**src/rtl/addr_hold_pkg.sv**
```systemverilog
// Shared constants for the DMA address hold loop generator.
// Assumes the hold fields occupy bits 17:12 of the channel mode word.
package addr_hold_pkg;
    // Mode-word slice that carries the hold controls
    localparam int MODE_LSB    = 12;
    localparam int MODE_MSB    = 17;
    // Field positions inside the mode word (decoded by the sequencers)
    localparam int SRC_EN_BIT  = 12;
    localparam int DST_EN_BIT  = 13;
    localparam int SRC_LG_LSB  = 14;
    localparam int DST_LG_LSB  = 16;
    // Width of the log2 window field and of the in-window offset
    localparam int LG_W        = 2;
    localparam int OFF_W       = (1 << LG_W) - 1;
    localparam int NUM_SIDES   = 2;

    // Decoded hold configuration for one side
    typedef struct packed {
        logic             hold;
        logic [OFF_W-1:0] last_off;
    } hold_cfg_t;
endpackage

```
**src/rtl/hold_cfg_decode.sv**
```systemverilog
// Decodes one side's hold-enable bit and log2 window field into a hold flag
// and the last in-window offset (window size minus one).
// Assumes EN_BIT and LG_LSB lie inside the mode slice MODE_MSB:MODE_LSB.
module hold_cfg_decode
    import addr_hold_pkg::*;
#(
    parameter int EN_BIT = SRC_EN_BIT,
    parameter int LG_LSB = SRC_LG_LSB
) (
    input  logic [MODE_MSB:MODE_LSB] mode_i,
    output hold_cfg_t                cfg_o
);
    logic [LG_W-1:0] lg;

    // Extract the fields and form the last offset of the window
    always_comb begin
        lg             = mode_i[LG_LSB +: LG_W];
        cfg_o.hold     = mode_i[EN_BIT];
        cfg_o.last_off = OFF_W'((1 << lg) - 1);
    end
endmodule

```
**src/rtl/addr_hold_seq.sv**
```systemverilog
// Address sequencer for one side of a DMA copy.
// On start it captures base and config; on advance it steps by one byte,
// either linearly or around a window that begins at the captured base.
// Assumes start has priority over advance in the same cycle.
module addr_hold_seq
    import addr_hold_pkg::*;
#(
    parameter int AW = 32
) (
    input  logic      clk,
    input  logic      rst_n,
    input  logic      start_i,
    input  logic      adv_i,
    input  logic [AW-1:0] base_i,
    input  hold_cfg_t cfg_i,
    output logic [AW-1:0] addr_o
);
    logic [AW-1:0]    base_q, addr_q, addr_d;
    logic [OFF_W-1:0] off_q, off_d;
    hold_cfg_t        cfg_q;

    // Next address and offset for an advance under the captured config
    always_comb begin
        addr_d = addr_q + AW'(1);
        off_d  = off_q + OFF_W'(1);
        if (cfg_q.hold && (off_q == cfg_q.last_off)) begin
            addr_d = base_q;
            off_d  = '0;
        end
    end

    // State update: reset, start load, or advance
    always_ff @(posedge clk) begin
        if (!rst_n) begin
            base_q <= '0;
            addr_q <= '0;
            off_q  <= '0;
            cfg_q  <= '0;
        end else if (start_i) begin
            base_q <= base_i;
            addr_q <= base_i;
            off_q  <= '0;
            cfg_q  <= cfg_i;
        end else if (adv_i) begin
            addr_q <= addr_d;
            off_q  <= off_d;
        end
    end

    assign addr_o = addr_q;

    AST_START_LOADS_BASE: assert property (@(posedge clk) disable iff (!rst_n)
        start_i |=> (addr_q == $past(base_i)));
    AST_LINEAR_STEP: assert property (@(posedge clk) disable iff (!rst_n)
        (!start_i && adv_i && !cfg_q.hold) |=> (addr_q == $past(addr_q) + AW'(1)));
    AST_IDLE_STABLE: assert property (@(posedge clk) disable iff (!rst_n)
        (!start_i && !adv_i) |=> $stable(addr_q));
    AST_OFF_IN_WINDOW: assert property (@(posedge clk) disable iff (!rst_n)
        cfg_q.hold |-> (off_q <= cfg_q.last_off));
    AST_WRAP_FROM_BASE: assert property (@(posedge clk) disable iff (!rst_n)
        cfg_q.hold |-> (addr_q == base_q + AW'(off_q)));
    AST_SINGLE_FIXED: assert property (@(posedge clk) disable iff (!rst_n)
        (cfg_q.hold && cfg_q.last_off == '0) |-> (addr_q == base_q));
endmodule

```
**src/rtl/dma_addr_hold_gen.sv**
```systemverilog
// Top of the DMA address hold loop generator: one decoder and one
// sequencer per side (source, destination), both sharing start/advance.
// Assumes mode_i is the bit 17:12 slice of the channel mode word.
module dma_addr_hold_gen
    import addr_hold_pkg::*;
#(
    parameter int AW = 32
) (
    input  logic                    clk,
    input  logic                    rst_n,
    input  logic                    start_i,
    input  logic                    adv_i,
    input  logic [MODE_MSB:MODE_LSB] mode_i,
    input  logic [AW-1:0]           src_base_i,
    input  logic [AW-1:0]           dst_base_i,
    output logic [AW-1:0]           src_addr_o,
    output logic [AW-1:0]           dst_addr_o
);
    logic [AW-1:0] base_s [NUM_SIDES];
    logic [AW-1:0] addr_s [NUM_SIDES];
    hold_cfg_t     cfg_s  [NUM_SIDES];

    // Map the side-indexed arrays to the ports
    always_comb begin
        base_s[0]  = src_base_i;
        base_s[1]  = dst_base_i;
        src_addr_o = addr_s[0];
        dst_addr_o = addr_s[1];
    end

    for (genvar g = 0; g < NUM_SIDES; g++) begin : g_side
        localparam int EB = (g == 0) ? SRC_EN_BIT : DST_EN_BIT;
        localparam int LB = (g == 0) ? SRC_LG_LSB : DST_LG_LSB;

        hold_cfg_decode #(.EN_BIT(EB), .LG_LSB(LB)) u_dec (
            .mode_i (mode_i),
            .cfg_o  (cfg_s[g])
        );

        addr_hold_seq #(.AW(AW)) u_seq (
            .clk     (clk),
            .rst_n   (rst_n),
            .start_i (start_i),
            .adv_i   (adv_i),
            .base_i  (base_s[g]),
            .cfg_i   (cfg_s[g]),
            .addr_o  (addr_s[g])
        );
    end
endmodule

```
**config.mk**
```make
export PLATFORM = sky130hd
export DESIGN_NAME = dma_addr_hold_gen
export DESIGN_NICKNAME = d
export VERILOG_FILES = /design/src/rtl/addr_hold_pkg.sv /design/src/rtl/hold_cfg_decode.sv /design/src/rtl/addr_hold_seq.sv /design/src/rtl/dma_addr_hold_gen.sv
export SDC_FILE = /design/constraint.sdc
export NUM_CORES = 1
export LEC_CHECK = 0
export ABC_AREA = 1
export BUFFER_PORTS_ARGS = -buffer_cell sky130_fd_sc_hd__buf_2
export CORE_MARGIN = 8
export CORE_UTILIZATION = 30
export DETAILED_ROUTE_END_ITERATION = 12
export PLACE_DENSITY = 0.5
export SLEW_MARGIN = 20
export SYNTH_ARGS = -nofsm -noshare
export SYNTH_HDL_FRONTEND = slang
export SYNTH_SLANG_ARGS = --single-unit
```
**constraint.sdc**
```tcl
create_clock -name clk -period 2.5 [get_ports clk]
set_input_delay 0.375 -clock clk [delete_from_list [all_inputs] [get_ports clk]]
set_output_delay 0.375 -clock clk [all_outputs]
set_load 0.05 [all_outputs]
```
==> results.ini <==
[synthesis]
syn_nets=1366
synth.most_common_cell=nand2_1
synthArstFlopShare=0
synth_fa_ha_area_frac=0.00616
netlist_instances=1288
synth_commonest_cells=355 x nand2_1, 177 x inv_1, 159 x nand3_1, 142 x dfxtp_1, 98 x nor2_1
synth_top_family_by_area=simple AND/OR/NAND/NOR gates
synth_compound_area_frac=0.168
ys_ff_latch=142
muxShareOfSynthArea=0
synth_edf_count=0
yosysTopAreaCellShare=0.350
synthSimpleGateAreaFrac=0.347
synth.area.top_cells=dfxtp_1 35%, nand2_1 16%, nand3_1 9.8%
synth-seq-area-share=0.350
ys_warn_count=0
yosys.area.top_type=dfxtp_1
synth-xor-area-share=0.0119
synth_cell_types=34
syn-cell-area_mm2=0.00813
syn_area_per_cell_um2=6.31
synthFlopType=dfxtp_1

[power]
power_density_mw_per_mm2=628
p_leak_nw=4.18
pwr-share-comb=0.180
switching_share=0.327
power_frac_seq=0.418
clkPwrFrac=0.402
irDropWorstVdd_mv=0.315
p_sw_mw=1.99
power_mw=6.09
p_int_mw=4.10

[finish]
drive_gt1_frac=0.145
area_growth_syn_to_layout_pct=19.3
antenna_cells=0
fin_util=0.362
layoutNonFillerInstCount=1757
fin_nets=1481

[floorplanning]
coreArea_mm2=0.0268
die_w_um=181
rows=60
die_y_um=181
ios=138
initial_utilization=0.303
die_area_mm2=0.0326

[route]
wl_met3_um=1330
antenna_left=0
num_vias=8446
wl_um=27700
wl_per_cell_um=15.8
top_layer_used=met4
vias_per_cell=4.81
route.detailed.drc=0
dr.pass1.iters=5
m1WireLength_um=12500
drt-initial-drc-count=489
met2_wirelength_um=13200

[cts]
cts_tree=yes
cts_hold_buf=0
postCtsSetupRepairBufs=0
cts.sinks=142
max-clock-path-buffers=2
htreeDepth=4
ctsResizeCount=0
numCtsBuffers=17
clk_pin_slew_ps=60
cts-root-buf=clkbuf_16
clkLatencyLatePin_ps=430

[global_routing]
grt_use_total=0.172
antenna_found_initial=0
grt_pass1_wl_um=45600
grt_max_degree=90
grt_overflow=0
grt_pass1_vias=8583

[worst_setup_path]
cp_data_required_time_ps=2790
crit_fanout=5
cp_slowest_cell=dfxtp_1
end_kind=flip-flop
path_cells=ha_1 > inv_1 > nor2_1 > nand2_1 > nor2_1 > nand2_1 > nand2_1 > nand3_1 > nand2_1 > a21oi_1
r2r_slack_ps=570
timing.rr.start=g_side[0].u_seq.addr_o[0]$_SDFFE_PN0P_
worstPathArrival_ps=2220
path_class=reg2reg
cpMostUsedCell=nand2_1
cpPeakStageDelay_ps=390
critPathLaunchType=flip-flop
crit_path_start=g_side[0].u_seq.addr_o[0]$_SDFFE_PN0P_

[timing]
worst_slew_pin_slew_ps=593
finalSetupViolations=0
slew_viol_final=0
grt_setup_unrepaired=false
setup_tns_ps=0
max_freq_mhz=519
skew_ps=14.1
max-slew-margin-rel=0.605
finalCriticalPeriod_ps=1930
hold_viol=0
finalCritPeriodShare=0.771

[flow_run]
cap_violations=0

[place]
routabilityCongestion=0.910
dp_cells=1725
dp_hpwl_um=19700
portBuffers=137

[outcome]
outcome=finished clean

[hold_path]
worstHoldPathType=in2reg
min_from=mode_i[13]

-- power by group through the flow --
stage               sequential [mW]  clock [mW]  combinational [mW]
finish                         2.55        2.45                1.09
global route                   2.57        2.61                1.22
CTS                            2.55        2.50                1.11
detailed placement             2.60           0                1.11
global placement               2.60           0                1.10
floorplan                      2.80           0               0.539
-- critical path, delay by kind of cell, from the launching register on --
kind	cells	cell delay, ps
and+or+nand+nor	7	1010
DFF	1	390
adders and majority gates	1	270
buffers and inverters	1	90
AOI/OAI and AO/OA	1	50
-- cells in the final DEF (no fill, tap or decap), drive strengths merged, types with 43 or more instances in the layout --
cell / count
nand3: 160
nor2: 106
inv: 178
o22ai: 45
dfxtp: 142
o21ai: 52
a21oi: 90
a21boi: 43
nand2: 358
buf: 156
-- registers in the layout, summed over array words and instances (netlist names) --
| register | cells |
|---|---|
| g_side.u_seq.addr_o | 64 |
| g_side.u_seq.base_q | 64 |
| g_side.u_seq.cfg_q | 8 |
| g_side.u_seq.off_q | 6 |
-- kinds of logic after synthesis --
family,count (synthesis)
AOI/OAI and AO/OA,234
xor gates and xnor gates,11
adders and majority gates,4
buffers and inverters,241
DFF,142
and+or+nand+nor,656
-- area by class of cell --
class	instances	area, µm²
Fill cell	2958	17100
Multi-Input combinational cell	905	4340
Clock buffer	19	433
Inverter	181	681
Clock inverter	13	119
Sequential cell	142	2840
Timing Repair Buffer	156	856
Tap cell	341	427
-- layer usage --
metal | up-vias | global-route usage
met5 | - | 0
met4 | 0 | 0.0592
met3 | 35 | 0.0399
met2 | 185 | 0.295
met1 | 3831 | 0.208
li1 | 4395 | -
-- worst paths after layout --
check / end / cells past startpoint
worst min-delay path: g_side[1].u_seq.cfg_q[3]$_SDFFE_PN0P_ / 3
worst max register to register: g_side[0].u_seq.addr_o[24]$_SDFFE_PN0P_ / 10
worst min register to register: g_side[0].u_seq.cfg_q[3]$_SDFFE_PN0P_ / 2
worst max-delay path: g_side[0].u_seq.addr_o[24]$_SDFFE_PN0P_ / 10
-- through the flow --
step / setup WS (ps) / hold WS (ps) / cell area [µm²]
floorplan: 546 / 412 / 8130
global placement: 653 / 449 / 9140
detailed placement: 614 / 444 / 9140
CTS: 593 / 186 / 9690
global route: 346 / 202 / 9690
finish: 573 / 195 / 9690
No activity file was read; power rests on OpenSTA's default activity.
